## config.mk

```make
export PLATFORM = sky130hd
export DESIGN_NAME = cascade_timebase
export DESIGN_NICKNAME = d
export VERILOG_FILES = /design/src/rtl/timebase_pkg.sv /design/src/rtl/tb_rst_sync.sv /design/src/rtl/tb_lo_chan.sv /design/src/rtl/tb_rise_det.sv /design/src/rtl/tb_hi_chan.sv /design/src/rtl/cascade_timebase.sv
export SDC_FILE = /design/constraint.sdc
export NUM_CORES = 1
export LEC_CHECK = 0
export BUFFER_PORTS_ARGS = -buffer_cell sky130_fd_sc_hd__clkbuf_2
export CORE_UTILIZATION = 51
export CTS_BUF_LIST = sky130_fd_sc_hd__clkbuf_16
export CTS_CLUSTER_DIAMETER = 150
export DETAILED_ROUTE_END_ITERATION = 8
export PLACE_DENSITY_LB_ADDON = 0.3
export SYNTH_ARGS = -nofsm -noshare
export SYNTH_HDL_FRONTEND = slang
export SYNTH_SLANG_ARGS = --single-unit
```

## constraint.sdc

```tcl
create_clock -name clk -period 1.7 [get_ports clk]
set_clock_uncertainty 0.1 [all_clocks]
set_input_delay 0.34 -clock clk [delete_from_list [all_inputs] [get_ports clk]]
set_output_delay 0.34 -clock clk [all_outputs]
set_load 0.01 [all_outputs]
```

## src/rtl/timebase_pkg.sv

```systemverilog
package timebase_pkg;
  typedef enum logic [1:0] {
    HI_SRC_NONE  = 2'b00,
    HI_SRC_LWAVE = 2'b01,
    HI_SRC_RSV2  = 2'b10,
    HI_SRC_RSV3  = 2'b11
  } hi_src_e;
endpackage

```

## src/rtl/tb_rst_sync.sv

```systemverilog
module tb_rst_sync #(
  parameter int STAGES = 2
) (
  input  logic clk,
  input  logic rst_n,
  output logic rst_n_out
);
  logic [STAGES-1:0] sh_q;

  always_ff @(posedge clk or negedge rst_n) begin
    if (!rst_n) sh_q <= '0;
    else        sh_q <= {sh_q[STAGES-2:0], 1'b1};
  end

  assign rst_n_out = sh_q[STAGES-1];
endmodule

```

## src/rtl/tb_lo_chan.sv

```systemverilog
module tb_lo_chan #(
  parameter int CNT_W   = 16,
  parameter int CMP_SET = 0,
  parameter int CMP_CLR = 1 << (CNT_W - 1)
) (
  input  logic             clk,
  input  logic             rst_n,
  input  logic             sync,
  input  logic             tick,
  input  logic             start,
  output logic [CNT_W-1:0] cnt,
  output logic             wave
);
  localparam logic [CNT_W-1:0] SET_V = CNT_W'(CMP_SET);
  localparam logic [CNT_W-1:0] CLR_V = CNT_W'(CMP_CLR);

  logic             run_q, run_d;
  logic [CNT_W-1:0] cnt_q, cnt_d;
  logic             wave_q, wave_d;
  logic             adv;

  assign adv = run_q & tick & ~sync;

  always_comb begin
    run_d  = run_q | start;
    cnt_d  = cnt_q;
    wave_d = wave_q;
    if (sync) begin
      cnt_d  = '0;
      wave_d = 1'b0;
    end else if (adv) begin
      cnt_d = cnt_q + 1'b1;
      if (cnt_d == CLR_V)      wave_d = 1'b0;
      else if (cnt_d == SET_V) wave_d = 1'b1;
    end
  end

  always_ff @(posedge clk or negedge rst_n) begin
    if (!rst_n) begin
      run_q  <= 1'b0;
      cnt_q  <= '0;
      wave_q <= 1'b0;
    end else begin
      run_q <= run_d;
      if (sync || adv) begin
        cnt_q  <= cnt_d;
        wave_q <= wave_d;
      end
    end
  end

  assign cnt  = cnt_q;
  assign wave = wave_q;
endmodule

```

## src/rtl/tb_rise_det.sv

```systemverilog
module tb_rise_det (
  input  logic clk,
  input  logic rst_n,
  input  logic clr,
  input  logic src,
  output logic rise
);
  logic prev_q, prev_d;

  always_comb prev_d = clr ? 1'b0 : src;

  always_ff @(posedge clk or negedge rst_n) begin
    if (!rst_n) prev_q <= 1'b0;
    else        prev_q <= prev_d;
  end

  assign rise = src & ~prev_q;
endmodule

```

## src/rtl/tb_hi_chan.sv

```systemverilog
module tb_hi_chan #(
  parameter int CNT_W = 16
) (
  input  logic             clk,
  input  logic             rst_n,
  input  logic             sync,
  input  logic             step,
  input  logic             start,
  output logic [CNT_W-1:0] cnt
);
  logic             run_q, run_d;
  logic [CNT_W-1:0] cnt_q, cnt_d;
  logic             cnt_en;

  assign cnt_en = sync | (run_q & step);

  always_comb begin
    run_d = run_q | start;
    if (sync) cnt_d = '0;
    else      cnt_d = cnt_q + 1'b1;
  end

  always_ff @(posedge clk or negedge rst_n) begin
    if (!rst_n) begin
      run_q <= 1'b0;
      cnt_q <= '0;
    end else begin
      run_q <= run_d;
      if (cnt_en) cnt_q <= cnt_d;
    end
  end

  assign cnt = cnt_q;
endmodule

```

## src/rtl/cascade_timebase.sv

```systemverilog
module cascade_timebase
  import timebase_pkg::*;
#(
  parameter int CNT_W   = 16,
  parameter int CMP_SET = 0,
  parameter int CMP_CLR = 1 << (CNT_W - 1),
  parameter int RST_STAGES = 2
) (
  input  logic               clk,
  input  logic               rst_n,
  input  logic               tick,
  input  logic               lo_start,
  input  logic               hi_start,
  input  logic               sync,
  input  logic [1:0]         hi_src,
  output logic [CNT_W-1:0]   lo_count,
  output logic [CNT_W-1:0]   hi_count,
  output logic               lo_wave,
  output logic [2*CNT_W-1:0] count
);
  localparam int TOT_W = 2 * CNT_W;

  logic    rst_n_core;
  logic    hi_clk_src;
  logic    hi_step;
  hi_src_e src_sel;

  tb_rst_sync #(.STAGES(RST_STAGES)) u_rst (
    .clk       (clk),
    .rst_n     (rst_n),
    .rst_n_out (rst_n_core)
  );

  tb_lo_chan #(.CNT_W(CNT_W), .CMP_SET(CMP_SET), .CMP_CLR(CMP_CLR)) u_lo (
    .clk   (clk),
    .rst_n (rst_n_core),
    .sync  (sync),
    .tick  (tick),
    .start (lo_start),
    .cnt   (lo_count),
    .wave  (lo_wave)
  );

  assign src_sel = hi_src_e'(hi_src);

  always_comb begin
    case (src_sel)
      HI_SRC_LWAVE: hi_clk_src = lo_wave;
      default:      hi_clk_src = 1'b0;
    endcase
  end

  tb_rise_det u_edge (
    .clk   (clk),
    .rst_n (rst_n_core),
    .clr   (sync),
    .src   (hi_clk_src),
    .rise  (hi_step)
  );

  tb_hi_chan #(.CNT_W(CNT_W)) u_hi (
    .clk   (clk),
    .rst_n (rst_n_core),
    .sync  (sync),
    .step  (hi_step),
    .start (hi_start),
    .cnt   (hi_count)
  );

  assign count = TOT_W'({hi_count, lo_count});
endmodule

```

# After elaboration in Yosys (flattened, before gate mapping)
# Cells that the tools add are included.
dict set report classes {
  bitwise 9
  n_addsub 2
  muxes 9
  eq_ne 2
  reduce_logical 6
}
# operator n
set ops {}
lappend ops {{$mux W16} 3}
lappend ops {{$add A16 B1 Y16 const B} 2}
lappend ops {{$eq A16 B16 Y1 const B} 1}
lappend ops {{$logic_not A16 Y1} 1}
lappend ops {{$mux W1} 6}
lappend ops {{$and A1 B1 Y1} 4}
lappend ops {{$or A1 B1 Y1} 3}
lappend ops {{$reduce_and A3 Y1} 1}
lappend ops {{$reduce_bool A3 Y1} 1}
lappend ops {{$eq A2 B1 Y1 const B} 1}
lappend ops {{$not A1 Y1} 2}
lappend ops {{$reduce_and A2 Y1} 1}
lappend ops {{$reduce_bool A2 Y1} 1}
lappend ops {{$logic_or A1 B1 Y1} 1}
dict set report totals {
  elab_cells 35
  inputBits 8
  output_inout_bits 65
  reg_bits 38
}

# Depth between registers and ports, before layout
# Gate-level depths: netlist (run 1).
dict set report logic_depth {
  ltp_word 6
  depth_mapped 8
  ltp_nobuf 7
}

# Cells and area by module
# A second synthesis (run 1) with hierarchy kept.
dict set report hier_totals {
  cells_unflattened 253
  area_unflattened_um2 2376.0
}
# mod seq_area_each_um2 cells_per_inst area_each_um2 n_inst
set by_module_without_submodules {}
lappend by_module_without_submodules {tb_lo_chan 450.4 128 1182.4 1}
lappend by_module_without_submodules {tb_hi_chan 425.4 86 838.3 1}
lappend by_module_without_submodules {cascade_timebase 0.0 33 249.0 1}
lappend by_module_without_submodules {tb_rst_sync 50.0 3 53.8 1}
lappend by_module_without_submodules {tb_rise_det 25.0 3 52.6 1}

# Worst setup path before layout (run 1)
# No wires, ideal clock.
dict set report synth_timing {
  path_kind {reg2reg}
  startpoint {register u_lo.cnt_q[0], in the netlist u_lo.cnt[0]}
  endpoint {register u_lo.wave_q, in the netlist u_lo.wave}
  n_path_buf 1
  path_stages_with_launch 9
  path_slack_ps -704
  synth_period_minus_slack_ps 2404
  setup_time_ps 128
  t_required_ps 1472
  arrival_ps 2176
  path_cell_list {dfrtp_1 -> ha_1 -> inv_1 -> or2_1 -> buf_6 -> or4_1 -> o31ai_1 -> o2111ai_1 -> mux2_1}
}
dict set report synth_via {
  elab_chain_len 5
  elab_cells_between_ends 8
  classes_between {1 x add/sub; 1 x eq/ne; 3 x mux; 3 x reduce/logical}
}
# element line_no
set synth_lines {}
lappend synth_lines {{start, declared} tb_lo_chan.sv:18} ;# logic [CNT_W-1:0] cnt_q, cnt_d;
lappend synth_lines {{start signal, assigned} tb_lo_chan.sv:46} ;# cnt_q <= cnt_d;
lappend synth_lines {{$add A16 B1 Y16 (*)} tb_lo_chan.sv:32} ;# cnt_d = cnt_q + 1'b1;
lappend synth_lines {{$eq A16 B16 Y1} tb_lo_chan.sv:33} ;# if (cnt_d == CLR_V) wave_d = 1'b0;
lappend synth_lines {{$mux W1} tb_lo_chan.sv:33}
lappend synth_lines {{$mux W1} tb_lo_chan.sv:31} ;# end else if (adv) begin
lappend synth_lines {{$mux W1} tb_lo_chan.sv:28} ;# if (sync) begin
lappend synth_lines {{end signal, assigned} tb_lo_chan.sv:47} ;# wave_q <= wave_d;
lappend synth_lines {{end, declared} tb_lo_chan.sv:19} ;# logic wave_q, wave_d;
# Mark *: on every way between the ends. The rest lies on a longest branch, timed or not. The select of a mux whose other input is x is not followed.
# A chain may end at the register's enable or synchronous reset.

# Final worst setup path (run 1)
# Same ends and word-level chain as after synthesis.

==> results.ini, run 1 <==
[yosys]
synthCells = 253
synth-seq-area-share_pct = 41.3
avgSynthCellArea_um2 = 9.10
synth_seq_cells = 38
synth_cell_types = 40
syn_nets = 264
synth_warnings = 0
synth_area_um2 = 2300

[global_routing]
antenna_found_initial = 0
grt_overflow = 0
met3_usage_pct = 4.94
grt_pass1_wl_mm = 8.96
grtUsageTotal_pct = 24.0
use_met1_pct = 29.7
grt.busiest_layer = met2
grt_pass1_vias = 1896
use_met2_pct = 40.7
grt_max_degree = 37

[layout]
fillers = 307
final_area_um2 = 3220
drive_gt1_share_pct = 50.7
area_growth_pct = 39.6
fin_util_pct = 73.9
seq_area_um2 = 958
final_cells = 397
nets = 355
n_antenna_cell = 0
multi_input_area_um2 = 1180

[routing]
post_drt_wl_per_cell_um = 15.1
firstDrtPassIters = 4
routed_wirelength_mm = 6.01
drt_iter0_markers = 159
routed-via-count = 2133
vias_per_cell = 5.37
drc_errors = 0
ant_nets = 0

[clock_network]
cts_buffers = 5
clk_latency_ps = 290
clock_sinks = 38
cts_tree = yes
clkTransAtPathRegs_ps = 60
root_buffer = clkbuf_16
htree_levels = 2
clock_path_buffers = 2

[floorplanning]
io_pins = 73
initial_core_util_pct = 52.9
chipHeight_um = 69.2
die_area_um2 = 4790
fp.dieW_um = 69.2
rows = 24
coreArea_um2 = 4350

[setup_path]
path_buf_inv = 0
worstPathArrival_ps = 2230
path_cells = ha_4 > nand3_1 > or4b_1 > a21oi_2 > o22a_2 > o2111ai_2 > mux2_4
path_delay_family = simple AND/OR/NAND/NOR gates
crit_fanout = 4
rrSetupSlack_ps = -470
crit_path_start_kind = flop
critPathRequiredTime_ps = 1770
cpMaxStageDelayCell = or4b_1
max_stage_delay_ps = 540
cp-end-kind = flop
crit_type = flop to flop

[timing]
slew_viol_final = 0
fmax_mhz = 462
hold_viol = 0
period_share_pct = 127
setup_viol = 12
rsz0062_at_grt = yes
fin_ws_ps = -466
hold_ws_ps = 142
fin_crit_ps = 2170

[power]
leakagePower_uw = 0.00161
power.density_nw_per_um2 = 698
vdd_drop_max_mv = 0.665
finalPower_uw = 2240

[run]
drv_cap = 0

[placed_design]
dp_hpwl_mm = 3.73
io_buffers = 72
gp_congestion = 0.863
placed_area_um2 = 2790
place_inst = 382

[min_path]
hp-class = input pin to flop

[outcome]
status = finished, violations left
violations = negative setup slack

[power by group]
| group | internal, µW | leakage [µW] | switching (µW) |
|---|---|---|---|
| clock | 835 | 0.0000915 | 366 |
| sequential | 913 | 0.000505 | 6.26 |
| combinational | 46.6 | 0.00101 | 76.8 |
| total | 1800 | 0.00161 | 449 |
[state kept, by name (all words and copies together), names as in the netlist]
name / cells
u_lo.cnt: 16
u_lo.run_q: 1
u_rst.sh_q: 2
u_lo.wave: 1
u_edge.prev_q: 1
u_hi.cnt: 16
u_hi.run_q: 1
[per-layer routing]
metal	vias up	share of wire, %
li1	997	-
met1	1034	40
met2	90	53
met3	12	5.2
met4	0	2.1
met5	-	0
[per-stage QoR]
step	setup TNS, ps	setup slack (ps)
2_1_floorplan	-1160	-602
3_5_place_dp	-2330	-450
3_3_place_gp	-1820	-392
5_1_grt	-2490	-543
6_report	-1260	-466
4_1_cts	-902	-412
[layout make-up]
class / instances / share of cell area, %
clock buffers: 5 / 3.89
multi-input cells: 166 / 36.7
flip-flops and latches: 38 / 29.8
inverters: 4 / 0.467
well taps: 52 / 2.02
clock inverters: 3 / 1.98
repair buffers: 129 / 25.2
[worst reg2reg max path, delay by kind of cell (launching register included)]
family	cells	cell delay (ps)
AO/OA/AOI/OAI	3	440
adder cells (fa/ha/maj)	1	160
flip-flops	1	380
multiplexers	1	320
AND/OR/NAND/NOR	2	650
[cell usage after synthesis (all sizes together)]
cell     instances  area, µm²
or2              3       18.8
nor2            35        131
ha               3       37.5
o2111ai          1       8.76
xnor2           13        114
dfrtp           38        951
o31ai            2       15.0
and3             2       12.5
nor3            11       55.1
nor4             6       37.5
xor2            19        166
inv              4       15.0
and4             1       8.76
or3              4       26.3
conb             1       3.75
clkbuf           6       32.5
a211o            1       8.76
or4b             1       10.0
buf             39        309
or4              2       15.0
mux2             1       11.3
nand2           23       86.3
a31oi            1       6.26
and2b            1       8.76
nand3b           1       7.51
and2             1       6.26
nand3            9       45.0
nand4            9       71.3
o21bai           1       7.51
o21ai            6       30.0
nand2b           1       6.26
o22a             1       10.0
a21oi            6       30.0
[cell families (layout without fill, tap and decap cells)]
| group | after synthesis | after routing | share of synthesized area, % |
|---|---|---|---|
| and+or+nand+nor | 110 | 110 | 23.7 |
| buffers and inverters | 49 | 141 | 15.5 |
| DFF | 38 | 38 | 41.3 |
| xor gates and xnor gates | 32 | 32 | 12.2 |
| AOI/OAI and AO/OA | 19 | 19 | 5.05 |
| adders and majority gates | 3 | 3 | 1.63 |
| other | 1 | 1 | 0.163 |
| muxes | 1 | 1 | 0.489 |
[placed cells by master (no fill, tap or decap), types with 3 or more instances in the layout]
cell type	n
dfrtp_2	6
xnor2_1	12
nor4_1	3
xor2_1	19
nand3_1	8
inv_1	4
nand2_2	3
nand4_1	8
a21oi_1	3
clkbuf_2	72
nor3_1	7
dfrtp_1	32
nor3_4	3
a21oi_2	3
o21ai_0	6
buf_4	51
nor2_1	32
clkbuf_16	5
nand2_1	20
buf_6	5
[what timing repair did]
| action | in CTS | in global routing |
|---|---|---|
| endpoints found under the hold margin | 2 | 0 |
| buffers inserted | 3 | 3 |
| hold buffers | 1 | 0 |
| setup endpoints to repair | 12 | 20 |
| pin swaps | 10 | 12 |
| resized for setup | 17 | 20 |
[path summary, 6_finish.rpt]
kind | from | end | cells after the start
min in group asynchronous | u_rst.sh_q[1] | u_hi.cnt[8] | 1
min reg2reg | u_rst.sh_q[1] | u_hi.cnt[8] | 1
max reg2reg | u_lo.cnt[0] | u_lo.wave | 7
max in group asynchronous | u_rst.sh_q[1] | u_lo.cnt[6] | 1
max | u_lo.cnt[0] | u_lo.wave | 7
min | hi_start | u_hi.run_q | 2
Note: power is estimated with default switching activity, not from simulation.
==> run 2, diff against run 1 <==
--- a/constraint.sdc
+++ b/constraint.sdc
@@ -4,2 +4,2 @@
 set_output_delay 0.34 -clock clk [all_outputs]
-set_load 0.01 [all_outputs]
+set_load 0.005 [all_outputs]
==> run 2 against run 1 <==
The flow still finishes with violations (negative setup slack); via count shrank 4.1%; first-iteration DRC count grew 1.3%; setup slack lost 8.6 ps; non-clock buffer count shrank 5; combinational power grew 3%; sequential share of layout area grew 0.82 points; wire length shrank 10%; critical path type unchanged; largest power group unchanged; highest routed layer unchanged.
==> results.ini, run 2 (same netlist as run 1, synthesis figures left out) <==
[clock_network]
clkTransAtPathRegs_ps = 50  ; about the same
cts_buffers = 5  ; unchanged
root_buffer = clkbuf_16
clock_sinks = 38  ; unchanged
clk_latency_ps = 280  ; about the same
htree_levels = 2  ; unchanged
clock_path_buffers = 2  ; unchanged
cts_tree = yes

[setup_path]
cp-end-kind = flop
worstPathArrival_ps = 2230  ; about the same
path_cells = ha_4 > inv_1 > or2_1 > or4_1 > o31ai_2 > o2111ai_1 > mux2_1
path_delay_family = simple AND/OR/NAND/NOR gates
crit_fanout = 4  ; unchanged
cpMaxStageDelayCell = or4_1
crit_path_start_kind = flop
crit_type = flop to flop
max_stage_delay_ps = 540  ; about the same
critPathRequiredTime_ps = 1760  ; about the same
path_buf_inv = 1  ; +1

[layout]
drive_gt1_share_pct = 46.5  ; -4.3 points
n_antenna_cell = 0  ; unchanged
final_area_um2 = 3120  ; -3.1%
final_cell_mix = clkbuf_2, buf_4, dfrtp_1, nor2_1, nand2_1
fillers = 312  ; +1.6%
nets = 350  ; -1.4%
area_growth_pct = 35.3
final_common_cell = clkbuf_2
fin_util_pct = 71.6  ; -2.3 points

[outcome]
status = finished, violations left
violations = negative setup slack

[timing]
slew_viol_final = 0  ; unchanged
fin_crit_ps = 2180  ; +8.64 ps
hold_viol = 0  ; unchanged
period_share_pct = 128  ; +0.51 points
hold_ws_ps = 145  ; +2.71 ps
fin_ws_ps = -475  ; -8.64 ps
fmax_mhz = 460  ; -0.40%
rsz0062_at_grt = yes
setup_viol = 10  ; -2

[global_routing]
grt_pass1_vias = 1866  ; -1.6%
grt_max_degree = 37  ; unchanged
grtUsageTotal_pct = 22.5  ; -1.5 points
grt_overflow = 0  ; unchanged
antenna_found_initial = 0  ; unchanged
grt_pass1_wl_mm = 8.61  ; -3.9%

[placed_design]
placed_area_um2 = 2760  ; -1.2%
io_buffers = 72  ; unchanged
gp_congestion = 0.870  ; +0.86%
dp_hpwl_mm = 3.55  ; -4.9%

[floorplanning]
die_area_um2 = 4790  ; unchanged
chipHeight_um = 69.2  ; unchanged
coreArea_um2 = 4350  ; unchanged
fp.dieW_um = 69.2  ; unchanged
io_pins = 73  ; unchanged
initial_core_util_pct = 52.9  ; unchanged
rows = 24  ; unchanged

[routing]
firstDrtPassIters = 4  ; unchanged
drt_iter0_markers = 161  ; +1.3%
routed-via-count = 2046  ; -4.1%
ant_nets = 0  ; unchanged
drc_errors = 0  ; unchanged
vias_per_cell = 5.22  ; -2.9%
routed_wirelength_mm = 5.41  ; -10%
post_drt_wl_per_cell_um = 13.8  ; -8.8%

[power]
finalPower_uw = 2080  ; -7.5%
leakagePower_uw = 0.00155  ; -3.9%
vdd_drop_max_mv = 0.458  ; -31%
power.density_nw_per_um2 = 666  ; -4.6%

[min_path]
hp-class = input pin to flop

[run]
drv_cap = 0  ; unchanged

==> run 2: area by class of cell <==
cell class | instances | area [µm²] | share of cell area (%)
clock buffer | 5 | 125 | 4.01
clock inverter | 3 | 37.5 | 1.20
inverter | 4 | 15.0 | 0.482
multi-input combinational | 166 | 1130 | 36.3
sequential | 38 | 955 | 30.6
tap | 52 | 65.1 | 2.09
timing repair buffer | 124 | 788 | 25.3
==> run 2: per-layer routing <==
layer | vias up | share of wire, % | GRT usage (%)
li1 | 983 | - | -
met1 | 974 | 42 | 29.3
met2 | 79 | 50 | 36.2
met3 | 10 | 5.8 | 5.09
met4 | 0 | 1.8 | 9.07
met5 | - | 0 | 0
==> run 2: through the flow <==
step / instances / setup TNS, ps / setup WS, ps
2_1_floorplan: 253 / -821 / -560
3_5_place_dp: 377 / -1840 / -447
5_1_grt: 392 / -2000 / -564
6_report: 392 / -1090 / -475
4_1_cts: 391 / -739 / -426
3_3_place_gp: 377 / -1550 / -363
==> run 2: worst paths after layout <==
path / start / cells after the start / slack, ps / end
setup / recovery: u_lo.cnt[1] / 7 / -480 / u_lo.wave
hold / removal: hi_start / 2 / 140 / u_hi.run_q
setup reg to reg: u_lo.cnt[1] / 7 / -480 / u_lo.wave
hold reg to reg: u_rst.sh_q[1] / 1 / 180 / u_lo.cnt[13]
max in group asynchronous: u_rst.sh_q[1] / 1 / 980 / u_lo.cnt[7]
min in group asynchronous: u_rst.sh_q[1] / 1 / 180 / u_lo.cnt[13]
==> run 2: worst reg2reg max path, cell delays in order, from the launching register on <==
cell	delay (ps)
dfrtp_2	390
ha_4	160
inv_1	40
or2_1	250
or4_1	540
o31ai_2	90
o2111ai_1	160
mux2_1	330
==> run 2: what timing repair did <==
| action | in CTS | in global routing |
|---|---|---|
| resized for setup | 14 | 13 |
| setup buffers | 6 | 1 |
| pin swaps | 9 | 11 |
| endpoints found under the setup margin | 11 | 17 |
| hold endpoints to repair | 2 | 0 |
| hold buffers | 1 | 0 |
==> run 2: report_power, final <==
group          leakage [µW]  switching, µW  total [µW]  internal [µW]
sequential         0.000510           6.83         920            914
combinational      0.000953           72.7         127           54.6
clock             0.0000826            347        1030            681
total               0.00155            427        2080           1650
==> run 3, diff against run 2 <==
ABC_AREA = 1   (was unset)
CORE_UTILIZATION = 52   (was 51)
==> run 3 against run 2 <==
The run ends with design-rule violations, negative setup slack left; critical path type unchanged; clock power decreased by 14%; register-to-register slack improved by 390 ps; design area increased by 5.7%; sequential power increased by 1%.
==> results.ini, run 3 <==
[outcome]
status = finished, violations left
violations = design-rule violations, negative setup slack

[setup_path]
path_buf_inv = 2  ; +1
timing.rr.start = u_lo.cnt[1]
max_stage_delay_ps = 440  ; -100 ps
r2r-end = u_lo.wave
worstPathArrival_ps = 1870  ; -360 ps
path_delay_family = simple AND/OR/NAND/NOR gates
crit_fanout = 3  ; -1
cp-end-kind = flop
rrSetupSlack_ps = -90  ; +390 ps
rr_worst_depth = 11  ; +4
critPathRequiredTime_ps = 1780  ; +20 ps
path_common_cell = nand2_1
cpMaxStageDelayCell = dfrtp_2
crit_path_start_kind = flop
path_cells = ha_4 > buf_6 > xor2_2 > nor2_1 > nand3_1 > nor2_2 > nand3_1 > nand2_1 > nand2_1 > nand2_1 > inv_1
crit_type = flop to flop

[power]
vdd_drop_max_mv = 0.689  ; +50%
power.density_nw_per_um2 = 593  ; -11%
finalPower_uw = 1950  ; -6.0%
leakagePower_uw = 0.00165  ; +6.9%

[layout]
fillers = 315  ; +0.96%
final_cell_mix = clkbuf_2, nand2_1, buf_4, dfrtp_1, inv_1
seq_area_um2 = 960  ; +0.52%
n_antenna_cell = 0  ; unchanged
nets = 425  ; +21%
multi_input_area_um2 = 1220  ; +8.3%
final_common_cell = clkbuf_2
final_area_um2 = 3290  ; +5.7%
area_growth_pct = 34.8
fin_util_pct = 74.1  ; +2.5 points
drive_gt1_share_pct = 44.4  ; -2.0 points

[yosys]
synth_area_leaders = dfrtp_1, nand2_1, buf_4
synthFlopType = dfrtp_1
synth-async-reset-ratio_pct = 100  ; unchanged
yosysMostFrequentCell = nand2_1
synth_top_cell_by_area = dfrtp_1
synth_cell_types = 33  ; -18%
synthCells = 323  ; +28%
avgSynthCellArea_um2 = 7.56  ; -17%
yosysTopAreaCellShare_pct = 38.9  ; -2.3 points
syn_nets = 334  ; +27%
yosys-top-cells-count = nand2_1, dfrtp_1, buf_4
synth_seq_cells = 38  ; unchanged
synth_warnings = 0  ; unchanged
synth_area_um2 = 2440  ; +6.0%
synth_edf_count = 0  ; unchanged
synth-seq-area-share_pct = 38.9  ; -2.3 points

[routing]
firstDrtPassIters = 7  ; +3
post_drt_wl_per_cell_um = 14.0  ; +1.5%
ant_nets = 0  ; unchanged
routed_wirelength_mm = 6.53  ; +21%
drc_errors = 18  ; +18
vias_per_cell = 5.28  ; +1.2%
drt_iter0_markers = 303  ; +88%
routed-via-count = 2462  ; +20%

[clock_network]
clock_path_buffers = 2  ; unchanged
clk_latency_ps = 280  ; about the same
clock_sinks = 38  ; unchanged
clkTransAtPathRegs_ps = 60  ; about the same
root_buffer = clkbuf_16
htree_levels = 2  ; unchanged
cts_tree = yes
cts_buffers = 5  ; unchanged

[floorplanning]
rows = 24  ; unchanged
chipHeight_um = 70.5  ; +1.9%
die_area_um2 = 4980  ; +3.9%
initial_core_util_pct = 55.0  ; +2.1 points
io_pins = 73  ; unchanged
fp.dieW_um = 70.5  ; +1.9%
coreArea_um2 = 4440  ; +2.1%

[global_routing]
grtUsageTotal_pct = 27.0  ; +4.5 points
antenna_found_initial = 0  ; unchanged
grt_pass1_wl_mm = 10.5  ; +22%
grt_pass1_vias = 2270  ; +22%
grt_max_degree = 26  ; -30%
grt_overflow = 0  ; unchanged

[timing]
fmax_mhz = 559  ; +22%
period_share_pct = 105  ; -23 points
setup_viol = 1  ; -9
rsz0062_at_grt = yes
relSlewSlack_pct = 63.1
fin_ws_ps = -88.6  ; +387 ps
hold_ws_ps = 129  ; -15.3 ps
worst_pin_slew_ps = 554
slew_viol_final = 0  ; unchanged
fin_crit_ps = 1790  ; -387 ps
hold_viol = 0  ; unchanged

[placed_design]
gp_congestion = 0.907  ; +4.2%
dp_hpwl_mm = 4.37  ; +23%
placed_area_um2 = 2880  ; +4.3%
io_buffers = 72  ; unchanged

[min_path]
hp-class = flop to async pin

[run]
drv_cap = 0  ; unchanged

==> run 3: cell count changes in the layout (fill, tap and decap cells not counted), moves of 12 or more <==
cell and change:
inv_1 +25, nand2_1 +42, nand3_1 +20, nor2_1 -13, xnor2_1 -12, xor2_1 -14
==> run 3: metal layers <==
layer | GRT usage (%) | wire [µm] | vias up
met3 | 5.56 | 439 | 15
met5 | 0 | 0 | -
met4 | 9.33 | 129 | 0
li1 | - | - | 1189
met2 | 42.1 | 3050 | 110
met1 | 37.8 | 2910 | 1148
==> run 3: stage by stage <==
stage | TNS [ps] | worst slack, ps | instances
2_1_floorplan | 0 | 25.3 | 323
3_3_place_gp | -123 | -123 | 442
3_5_place_dp | -173 | -153 | 442
4_1_cts | -24.5 | -24.5 | 460
5_1_grt | -403 | -210 | 466
6_report | -88.6 | -88.6 | 466
==> run 3: cells by family after synthesis <==
kind of cell | synth area share (%)
XOR/XNOR | 2.87
flip-flops | 38.9
AND/OR/NAND/NOR | 32.2
other | 0.154
adder cells (fa/ha/maj) | 1.54
buffers and inverters | 16.9
AO/OA/AOI/OAI | 7.48
==> run 3: worst max-delay path by stage <==
| stage | startpoint | endpoint | slack (ps) | depth (start not counted) |
|---|---|---|---|---|
| global placement | u_lo.cnt[7] | u_lo.wave | -120 | 11 |
| detailed placement | u_lo.cnt[1] | u_lo.wave | -150 | 12 |
| floorplan | u_lo.cnt[1] | u_lo.wave | 30 | 12 |
| global route | u_lo.cnt[6] | u_lo.wave | -210 | 13 |
| finish | u_lo.cnt[1] | u_lo.wave | -90 | 11 |
| CTS | u_lo.cnt[0] | u_lo.wave | -20 | 11 |
==> run 3: worst register-to-register path: stages, from the launching register on <==
cell and delay (ps):
dfrtp_2 440, ha_4 200, buf_6 130, xor2_2 170, nor2_1 110, nand3_1 100
nor2_2 150, nand3_1 90, nand2_1 70, nand2_1 50, nand2_1 60, inv_1 40
==> run 3: where the power goes <==
| part | switching, µW | total (µW) | internal, µW |
|---|---|---|---|
| sequential | 15.6 | 930 | 914 |
| clock | 353 | 882 | 529 |
| combinational | 77.3 | 139 | 62.1 |
==> run 3: timing repair <==
action | CTS | global route
hold buffers | 1 | 0
pin swaps | 15 | 15
setup endpoints to repair | 2 | 9
gates cloned | 0 | 0
setup buffers | 10 | 6
gates resized for setup | 21 | 19
hold endpoints to repair | 2 | 0
==> run 3: area by class of cell <==
class	count	share of cell area [%]
inverters	38	4.33
flip-flops and latches	38	29.1
clock inverters	2	0.304
repair buffers	122	23.3
clock buffers	5	3.80
multi-input cells	209	37.2
well taps	52	1.98
